## src/rtl/tw_eeprom_pkg.sv

```systemverilog
package tw_eeprom_pkg;
  // register bit positions as seen by software
  localparam int CS_BIT  = 7;
  localparam int SCK_BIT = 6;
  localparam int DI_BIT  = 1;
  localparam int DO_BIT  = 0;

  // opcodes (first two bits after the start bit)
  localparam logic [1:0] OP_EXT   = 2'b00;
  localparam logic [1:0] OP_WRITE = 2'b01;
  localparam logic [1:0] OP_READ  = 2'b10;
  localparam logic [1:0] OP_ERASE = 2'b11;

  // sub-commands under OP_EXT
  localparam logic [1:0] EX_LOCK  = 2'b00;
  localparam logic [1:0] EX_FILL  = 2'b01;
  localparam logic [1:0] EX_WIPE  = 2'b10;
  localparam logic [1:0] EX_ALLOW = 2'b11;

  localparam logic [7:0] ARM_KEY  = 8'h0A;
  localparam logic [7:0] OPEN_KEY = 8'h40;

  typedef enum logic [2:0] {
    ST_IDLE  = 3'd0,
    ST_CMD   = 3'd1,
    ST_SHOUT = 3'd2,
    ST_WORD  = 3'd3,
    ST_FILL  = 3'd4
  } ser_state_t;
endpackage

```

## src/rtl/tw_access_gate.sv

```systemverilog
module tw_access_gate
  import tw_eeprom_pkg::*;
(
  input  logic       clk,
  input  logic       rst_n,
  input  logic       cfg_we,
  input  logic       cfg_sel,
  input  logic [7:0] cfg_data,
  output logic       visible
);
  logic arm_q, arm_d;
  logic open_q, open_d;

  always_comb begin
    arm_d  = arm_q;
    open_d = open_q;
    if (cfg_we) begin
      if (!cfg_sel) begin
        arm_d = (cfg_data == ARM_KEY);
        if (cfg_data != ARM_KEY) open_d = 1'b0;
      end else begin
        open_d = (cfg_data == OPEN_KEY);
      end
    end
  end

  always_ff @(posedge clk or negedge rst_n) begin
    if (!rst_n) begin
      arm_q  <= 1'b0;
      open_q <= 1'b0;
    end else begin
      arm_q  <= arm_d;
      open_q <= open_d;
    end
  end

  assign visible = arm_q & open_q;


  bad_arm_chk: assert property (@(posedge clk) disable iff (!rst_n)
    (cfg_we && !cfg_sel && cfg_data != ARM_KEY) |=> !visible);


  bad_open_chk: assert property (@(posedge clk) disable iff (!rst_n)
    (cfg_we && cfg_sel && cfg_data != OPEN_KEY) |=> !visible);
endmodule

```

## src/rtl/tw_word_store.sv

```systemverilog
module tw_word_store #(
  parameter int WORDS  = 128,
  parameter int WORD_W = 16,
  localparam int AW    = $clog2(WORDS)
) (
  input  logic              clk,
  input  logic              rst_n,
  input  logic              we_one,
  input  logic              we_all,
  input  logic [AW-1:0]     wr_addr,
  input  logic [WORD_W-1:0] wr_data,
  input  logic [AW-1:0]     rd_addr,
  output logic [WORD_W-1:0] rd_data
);
  logic [WORD_W-1:0] mem_q [WORDS];

  for (genvar g = 0; g < WORDS; g++) begin : g_word
    logic hit;
    assign hit = we_all | (we_one & (wr_addr == AW'(g)));
    always_ff @(posedge clk or negedge rst_n) begin
      if (!rst_n) begin
        mem_q[g] <= '1;
      end else if (hit) begin
        mem_q[g] <= wr_data;
      end
    end
  end

  assign rd_data = mem_q[rd_addr];


  one_word_chk: assert property (@(posedge clk) disable iff (!rst_n)
    (we_one && !we_all) |=> mem_q[$past(wr_addr)] == $past(wr_data));


  all_words_chk: assert property (@(posedge clk) disable iff (!rst_n)
    we_all |=> (mem_q[0] == $past(wr_data)) && (mem_q[WORDS-1] == $past(wr_data)));


  write_kind_chk: assert property (@(posedge clk) disable iff (!rst_n)
    $onehot0({we_one, we_all}));
endmodule

```

## src/rtl/tw_serial_fsm.sv

```systemverilog
module tw_serial_fsm
  import tw_eeprom_pkg::*;
#(
  parameter int WORDS   = 128,
  parameter int WORD_W  = 16,
  parameter int AFLD_W  = 8,
  localparam int AW       = $clog2(WORDS),
  localparam int CMD_BITS = 2 + AFLD_W,
  localparam int SR_W     = (WORD_W > CMD_BITS) ? WORD_W : CMD_BITS,
  localparam int CNT_W    = $clog2(SR_W + 1)
) (
  input  logic              clk,
  input  logic              rst_n,
  input  logic              acc_wr,
  input  logic [7:0]        wdata,
  input  logic [WORD_W-1:0] rd_word,
  output logic [AW-1:0]     rd_addr,
  output logic              we_one,
  output logic              we_all,
  output logic [AW-1:0]     wr_addr,
  output logic [WORD_W-1:0] wr_data,
  output logic              wen,
  output logic [7:0]        reg_val
);
  ser_state_t       st_q, st_d;
  logic [SR_W-1:0]  sr_q, sr_d, sr_sh;
  logic [CNT_W-1:0] cnt_q, cnt_d, cnt_inc;
  logic [AW-1:0]    addr_q, addr_d, cmd_addr;
  logic             wen_q, wen_d;
  logic             cs_q, cs_d, sck_q, sck_d, di_q, di_d, do_q, do_d;
  logic [1:0]       op_w, ext_w;
  logic             sck_rise;

  assign sr_sh    = {sr_q[SR_W-2:0], wdata[DI_BIT]};
  assign cnt_inc  = cnt_q + 1'b1;
  assign op_w     = sr_sh[CMD_BITS-1 -: 2];
  assign ext_w    = sr_sh[CMD_BITS-3 -: 2];
  assign cmd_addr = sr_sh[AW-1:0];
  assign rd_addr  = cmd_addr;
  assign sck_rise = !sck_q && wdata[SCK_BIT];

  always_comb begin
    st_d    = st_q;
    sr_d    = sr_q;
    cnt_d   = cnt_q;
    addr_d  = addr_q;
    wen_d   = wen_q;
    cs_d    = cs_q;
    sck_d   = sck_q;
    di_d    = di_q;
    do_d    = do_q;
    we_one  = 1'b0;
    we_all  = 1'b0;
    wr_addr = addr_q;
    wr_data = '1;
    if (acc_wr) begin
      cs_d  = wdata[CS_BIT];
      sck_d = wdata[SCK_BIT];
      di_d  = wdata[DI_BIT];
      do_d  = 1'b1;
      if (!cs_q && cs_d) st_d = ST_IDLE;
      if (sck_rise) begin
        if (st_d == ST_CMD || st_d == ST_WORD || st_d == ST_FILL) begin
          sr_d  = sr_sh;
          cnt_d = cnt_inc;
        end
        case (st_d)
          ST_IDLE: begin
            if (wdata[DI_BIT]) begin
              st_d  = ST_CMD;
              cnt_d = '0;
              sr_d  = '0;
            end
          end
          ST_CMD: begin
            if (cnt_d == CNT_W'(CMD_BITS)) begin
              cnt_d  = '0;
              addr_d = cmd_addr;
              case (op_w)
                OP_WRITE: st_d = ST_WORD;
                OP_READ: begin
                  st_d  = ST_SHOUT;
                  cnt_d = CNT_W'(WORD_W);
                  sr_d  = SR_W'(rd_word);
                  do_d  = 1'b0;
                end
                OP_ERASE: begin
                  we_one  = wen_q;
                  wr_addr = cmd_addr;
                  st_d    = ST_IDLE;
                end
                default: begin
                  st_d = ST_IDLE;
                  case (ext_w)
                    EX_LOCK:  wen_d  = 1'b0;
                    EX_ALLOW: wen_d  = 1'b1;
                    EX_WIPE:  we_all = wen_q;
                    default:  st_d   = ST_FILL;
                  endcase
                end
              endcase
            end
          end
          ST_SHOUT: begin
            do_d  = sr_q[WORD_W-1];
            sr_d  = sr_q << 1;
            cnt_d = cnt_q - 1'b1;
            if (cnt_d == '0) st_d = ST_IDLE;
          end
          ST_WORD, ST_FILL: begin
            if (cnt_d == CNT_W'(WORD_W)) begin
              wr_data = sr_d[WORD_W-1:0];
              if (st_d == ST_WORD) we_one = wen_q;
              else                 we_all = wen_q;
              st_d = ST_IDLE;
            end
          end
          default: st_d = ST_IDLE;
        endcase
      end else if (cs_d && sck_q && !sck_d) begin
        do_d = do_q;
      end
    end
  end

  always_ff @(posedge clk or negedge rst_n) begin
    if (!rst_n) begin
      st_q   <= ST_IDLE;
      sr_q   <= '0;
      cnt_q  <= '0;
      addr_q <= '0;
      wen_q  <= 1'b0;
      cs_q   <= 1'b0;
      sck_q  <= 1'b0;
      di_q   <= 1'b0;
      do_q   <= 1'b1;
    end else begin
      st_q   <= st_d;
      sr_q   <= sr_d;
      cnt_q  <= cnt_d;
      addr_q <= addr_d;
      wen_q  <= wen_d;
      cs_q   <= cs_d;
      sck_q  <= sck_d;
      di_q   <= di_d;
      do_q   <= do_d;
    end
  end

  assign wen     = wen_q;
  assign reg_val = {cs_q, sck_q, 4'b0000, di_q, do_q};


  lock_hold_chk: assert property (@(posedge clk) disable iff (!rst_n)
    !acc_wr |=> $stable({cs_q, sck_q, di_q, do_q, st_q, wen_q}));


  do_hold_chk: assert property (@(posedge clk) disable iff (!rst_n)
    (acc_wr && cs_q && wdata[CS_BIT] && sck_q && !wdata[SCK_BIT]) |=> $stable(do_q));


  sel_idle_chk: assert property (@(posedge clk) disable iff (!rst_n)
    (acc_wr && !cs_q && wdata[CS_BIT] && !sck_rise) |=> st_q == ST_IDLE);


  dummy_bit_chk: assert property (@(posedge clk) disable iff (!rst_n)
    (acc_wr && sck_rise && st_q == ST_CMD && !(!cs_q && wdata[CS_BIT])
     && cnt_inc == CNT_W'(CMD_BITS) && op_w == OP_READ)
    |=> (st_q == ST_SHOUT) && !do_q);


  shout_len_chk: assert property (@(posedge clk) disable iff (!rst_n)
    (st_q == ST_SHOUT) |-> cnt_q != '0);
endmodule

```

## src/rtl/tw_eeprom.sv

```systemverilog
module tw_eeprom
  import tw_eeprom_pkg::*;
#(
  parameter int WORDS  = 128,
  parameter int WORD_W = 16,
  parameter int AFLD_W = 8,
  localparam int AW    = $clog2(WORDS)
) (
  input  logic       clk,
  input  logic       rst_n,
  input  logic       cfg_we,
  input  logic       cfg_sel,
  input  logic [7:0] cfg_data,
  input  logic       ser_we,
  input  logic [7:0] ser_wdata,
  output logic [7:0] ser_rdata
);
  logic              visible;
  logic              we_one, we_all, wen;
  logic [AW-1:0]     wr_addr, rd_addr;
  logic [WORD_W-1:0] wr_data, rd_word;
  logic [7:0]        reg_val;

  tw_access_gate u_gate (
    .clk      (clk),
    .rst_n    (rst_n),
    .cfg_we   (cfg_we),
    .cfg_sel  (cfg_sel),
    .cfg_data (cfg_data),
    .visible  (visible)
  );

  tw_serial_fsm #(
    .WORDS  (WORDS),
    .WORD_W (WORD_W),
    .AFLD_W (AFLD_W)
  ) u_fsm (
    .clk     (clk),
    .rst_n   (rst_n),
    .acc_wr  (ser_we & visible),
    .wdata   (ser_wdata),
    .rd_word (rd_word),
    .rd_addr (rd_addr),
    .we_one  (we_one),
    .we_all  (we_all),
    .wr_addr (wr_addr),
    .wr_data (wr_data),
    .wen     (wen),
    .reg_val (reg_val)
  );

  tw_word_store #(
    .WORDS  (WORDS),
    .WORD_W (WORD_W)
  ) u_store (
    .clk     (clk),
    .rst_n   (rst_n),
    .we_one  (we_one),
    .we_all  (we_all),
    .wr_addr (wr_addr),
    .wr_data (wr_data),
    .rd_addr (rd_addr),
    .rd_data (rd_word)
  );

  assign ser_rdata = visible ? reg_val : 8'hFF;


  wr_gate_chk: assert property (@(posedge clk) disable iff (!rst_n)
    (we_one || we_all) |-> wen);


  hidden_wr_chk: assert property (@(posedge clk) disable iff (!rst_n)
    (we_one || we_all) |-> (ser_we && visible));
endmodule

```

## config.mk

```make
export PLATFORM = sky130hd
export DESIGN_NAME = tw_eeprom
export DESIGN_NICKNAME = d
export VERILOG_FILES = /design/src/rtl/tw_eeprom_pkg.sv /design/src/rtl/tw_access_gate.sv /design/src/rtl/tw_word_store.sv /design/src/rtl/tw_serial_fsm.sv /design/src/rtl/tw_eeprom.sv
export SDC_FILE = /design/constraint.sdc
export NUM_CORES = 2
export LEC_CHECK = 0
export ABC_AREA = 1
export BUFFER_PORTS_ARGS = -buffer_cell sky130_fd_sc_hd__buf_4
export CAP_MARGIN = 10
export CORE_MARGIN = 2
export CORE_UTILIZATION = 50
export CTS_CLUSTER_DIAMETER = 120
export DETAILED_ROUTE_END_ITERATION = 8
export PLACE_DENSITY_LB_ADDON = 0.08
export SYNTH_ARGS = -nofsm -noshare
export SYNTH_HDL_FRONTEND = slang
export SYNTH_SLANG_ARGS = --single-unit
```

## constraint.sdc

```tcl
create_clock -name clk -period 3.53 [get_ports clk]
set_input_delay 0.706 -clock clk [delete_from_list [all_inputs] [get_ports clk]]
set_output_delay 0.706 -clock clk [all_outputs]
set_load 0.02 [all_outputs]
```

==> impl_summary.txt <==
----------------------------------------------------
[Die]
  Die Ht ... 470 um
  Number of I/O pins ... 29
  Area of the die ... 221000 um^2
  Floorplan die width ... 470 um
  Site row count ... 171
  Total core area ... 217000 um^2
  Starting density of the core ... 0.502

[Run status]
  Run status ... completed

[Power]
  Areal power density over the cells ... 405 nW/um^2
  LEAKAGE ... 56.4 nW
  Post-layout power ... 50.8 mW
  VDD IR-drop max ... 0.443 mV

[Finish]
  Area delta synth->final ... 15.4%
  Layout Nets ... 14077
  Post-route insts no fill ... 17101
  Commonest non-fill, non-tap cells in the layout ... sky130_fd_sc_hd__nand2_1, sky130_fd_sc_hd__nand3_1, sky130_fd_sc_hd__dfstp_2
  Share of post-route cells with drive strength above 1 ... 0.256
  Most common cell after layout, fill and taps aside ... sky130_fd_sc_hd__nand2_1
  Layout fillers ... 19512

[STA]
  Worst slew pin tran ... 1100 ps
  Part of the cycle the worst path needs ... 0.965
  Unrepaired setup endpoints after global routing ... false
  Post-route worst hold slack ... 132 ps
  Number of setup violations in the final report ... 0
  Hold violation count in the final report ... 0
  Slew Limit Headroom ... 0.258
  Final worst path period need ... 3410 ps
  Setup total negative slack ... 0 ps
  Maximum clock frequency ... 0.294 GHz
  Setup clock skew after layout ... 49.4 ps
  Slew Viols, Final ... 0

[Clock network]
  Total CTS buffers ... 225
  # Post-CTS Setup Buffers ... 0
  Clock slew at the register clock pins of the worst setup and hold paths ... 60 ps
  Cell at the root of the clock tree ... sky130_fd_sc_hd__clkbuf_16
  Clock latency on the worst-skew pair ... 900 ps
  TritonCTS sink count ... 2086
  TritonCTS clock tree ... done
  H-tree Lvls ... 4
  Clock Tree Buf Depth ... 3

[GRT]
  Via count of the first global-routing pass ... 98120
  First-pass GRT wire length ... 619000 um
  Residual overflow from global routing ... 0
  Number of antenna violations at the first check in global routing ... 7
  Largest net degree at the start of global routing ... 122
  Total global routing track utilization ... 0.361

[Placed design]
  Quantity of I/O buffers inserted on ports ... 23
  Instance count after placement with tap cells included ... 16672
  Detailed-placement wirelength estimate ... 257000 um
  GP Congestion ... 1.06

[Synth]
  Summed instance area of the synthesized netlist ... 109000 um^2
  Syn nets ... 14187
  Average cell area after synthesis ... 7.68 um^2
  Synthesis Warnings ... 0
  Synth Register Bits ... 2086
  Count of different cell masters after synthesis ... 48
  Gate count of the mapped netlist ... 14156
  Fraction of the yosys area taken by sequential cells ... 0.504

[Worst setup path]
  Required time reported for the critical path endpoint ... 4310 ps
  Arrival time of data at the critical path endpoint ... 4180 ps
  CP max FO ... 40
  Startpoint Class ... flip-flop
  Start-to-end type of the worst setup path ... flip-flop to flip-flop
  Category of the worst setup path capture point ... flip-flop

[Drt]
  Mean routed wirelength per cell ... 23.8 um
  Post-route ant nets ... 0
  Number of violations reported at the end of detailed-routing iteration 0 ... 13424
  Mean number of vias per cell ... 5.99
  Count of TritonRoute iterations in the first routing pass ... 8
  Routed via count ... 102444
  Remaining routing DRC violations ... 0
  Total wirelength of the detailed-routed design ... 407000 um

[Hold path]
  Worst min path class ... primary input to flip-flop

[Run]
  Max-cap violations ... 0

----------------------------------------------------
[power by group]
part / total [mW] / switching [mW] / internal, mW / leakage, nW
clock: 25.2 / 10.5 / 14.7 / 3.91
combinational: 1.52 / 1.17 / 0.353 / 30.9
sequential: 24.0 / 0.000162 / 24.0 / 21.6
[worst paths after layout]
check                                            to  depth (start not counted)           startpoint  slack, ps
worst max-delay path                  u_fsm.sr_q[7]                         13        u_fsm.sr_q[0]        120
worst min-delay path                  u_gate.open_q                          4          cfg_data[5]        130
worst max register to register        u_fsm.sr_q[7]                         13        u_fsm.sr_q[0]        120
worst min register to register  u_store.mem_q[1538]                          2  u_store.mem_q[1538]        480
max in group asynchronous        u_store.mem_q[212]                          4                rst_n       1800
min in group asynchronous             u_gate.open_q                          2                rst_n        470
[state kept, by name, indices dropped and copies added (netlist names), 3 cells and up]
register and cells:
u_store.mem_q 2048, u_fsm.sr_q 16, u_fsm.addr_q 7, u_fsm.cnt_q 5, u_fsm.st_q 3
[per-stage QoR]
step                      instance area (um^2)   util  setup slack (ps)
after global placement                  117000  0.542             -92.4
after CTS                               125000  0.579               194
final                                   125000  0.579               125
after floorplan                         109000      -               463
after detailed placement                117000  0.542              -150
after global routing                    125000  0.579              32.6
[cells in the mapped netlist, drive strengths merged]
cell | number | area [um^2]
nand2 | 6097 | 23400
nand3 | 3540 | 18600
dfstp | 2049 | 53800
clkbuf | 708 | 2660
buf | 496 | 2730
nor2 | 408 | 1900
o21ai | 356 | 1780
o22ai | 125 | 782
a21oi | 97 | 500
inv | 88 | 330
dfrtp | 37 | 926
nand4 | 28 | 203
o221ai | 28 | 245
o211ai | 18 | 135
a31oi | 16 | 100
a22o | 11 | 96.3
ha | 10 | 125
nor3 | 10 | 50.1
o31ai | 7 | 52.6
a22oi | 4 | 30.0
clkinv | 4 | 15.0
xor2 | 4 | 35.0
or2 | 3 | 18.8
a211oi | 2 | 15.0
and3 | 2 | 12.5
nor4 | 2 | 12.5
a2bb2oi | 1 | 8.76
a41oi | 1 | 8.76
mux2 | 1 | 11.3
nor4b | 1 | 8.76
o32ai | 1 | 8.76
xnor2 | 1 | 8.76
[kinds of logic (layout without fill, tap and decap cells)]
logic type | after synthesis | count (layout) | synth area share
fa+ha+maj | 10 | 10 | 0.00115
mux | 1 | 1 | 0.000104
buf+inv | 1296 | 1385 | 0.0527
compound gates | 667 | 667 | 0.0346
xor+xnor | 5 | 5 | 0.000403
other cells | 0 | 2 | 0
flops | 2086 | 2086 | 0.504
simple gates | 10091 | 10091 | 0.407
[worst max-delay path, cell delays in order (launching register included)]
cell                      delay [ps]
sky130_fd_sc_hd__dfrtp_4         570
sky130_fd_sc_hd__buf_12          280
sky130_fd_sc_hd__buf_12          280
sky130_fd_sc_hd__buf_4           260
sky130_fd_sc_hd__o21ai_0         120
sky130_fd_sc_hd__o22ai_1         270
sky130_fd_sc_hd__nand2_1         100
sky130_fd_sc_hd__nand3_1         210
sky130_fd_sc_hd__nand2_1         230
sky130_fd_sc_hd__nand2_1         120
sky130_fd_sc_hd__nand3_1         270
sky130_fd_sc_hd__nand3_1         200
sky130_fd_sc_hd__nand3_1         150
sky130_fd_sc_hd__a31oi_1         180
[cell type report]
cell class / instances / area [um^2] / area share
well taps: 2854 / 3570 / 0.0285
flip-flops and latches: 2086 / 54800 / 0.437
multi-input cells: 10774 / 48400 / 0.386
diodes: 2 / 5.00 / 0.0000399
clock buffers: 328 / 6630 / 0.0529
inverters: 92 / 373 / 0.00297
clock inverters: 98 / 1260 / 0.0100
repair buffers: 867 / 10400 / 0.0829
[per-layer routing]
| layer | global-route usage | vias to the layer above | share of wire |
|---|---|---|---|
| li1 | - | 46016 | - |
| met4 | 0.187 | 8 | 0.057 |
| met2 | 0.543 | 5203 | 0.44 |
| met1 | 0.495 | 50278 | 0.41 |
| met5 | 0.000649 | - | 0.00055 |
| met3 | 0.0687 | 939 | 0.092 |
[timing repair]
action / 4_1_cts / 5_1_grt
endpoints found under the hold margin: 2 / 0
hold buffers: 1 / 0
endpoints found under the setup margin: 0 / 39
resized for setup: 0 / 4
(Power assumes the default switching activity.)
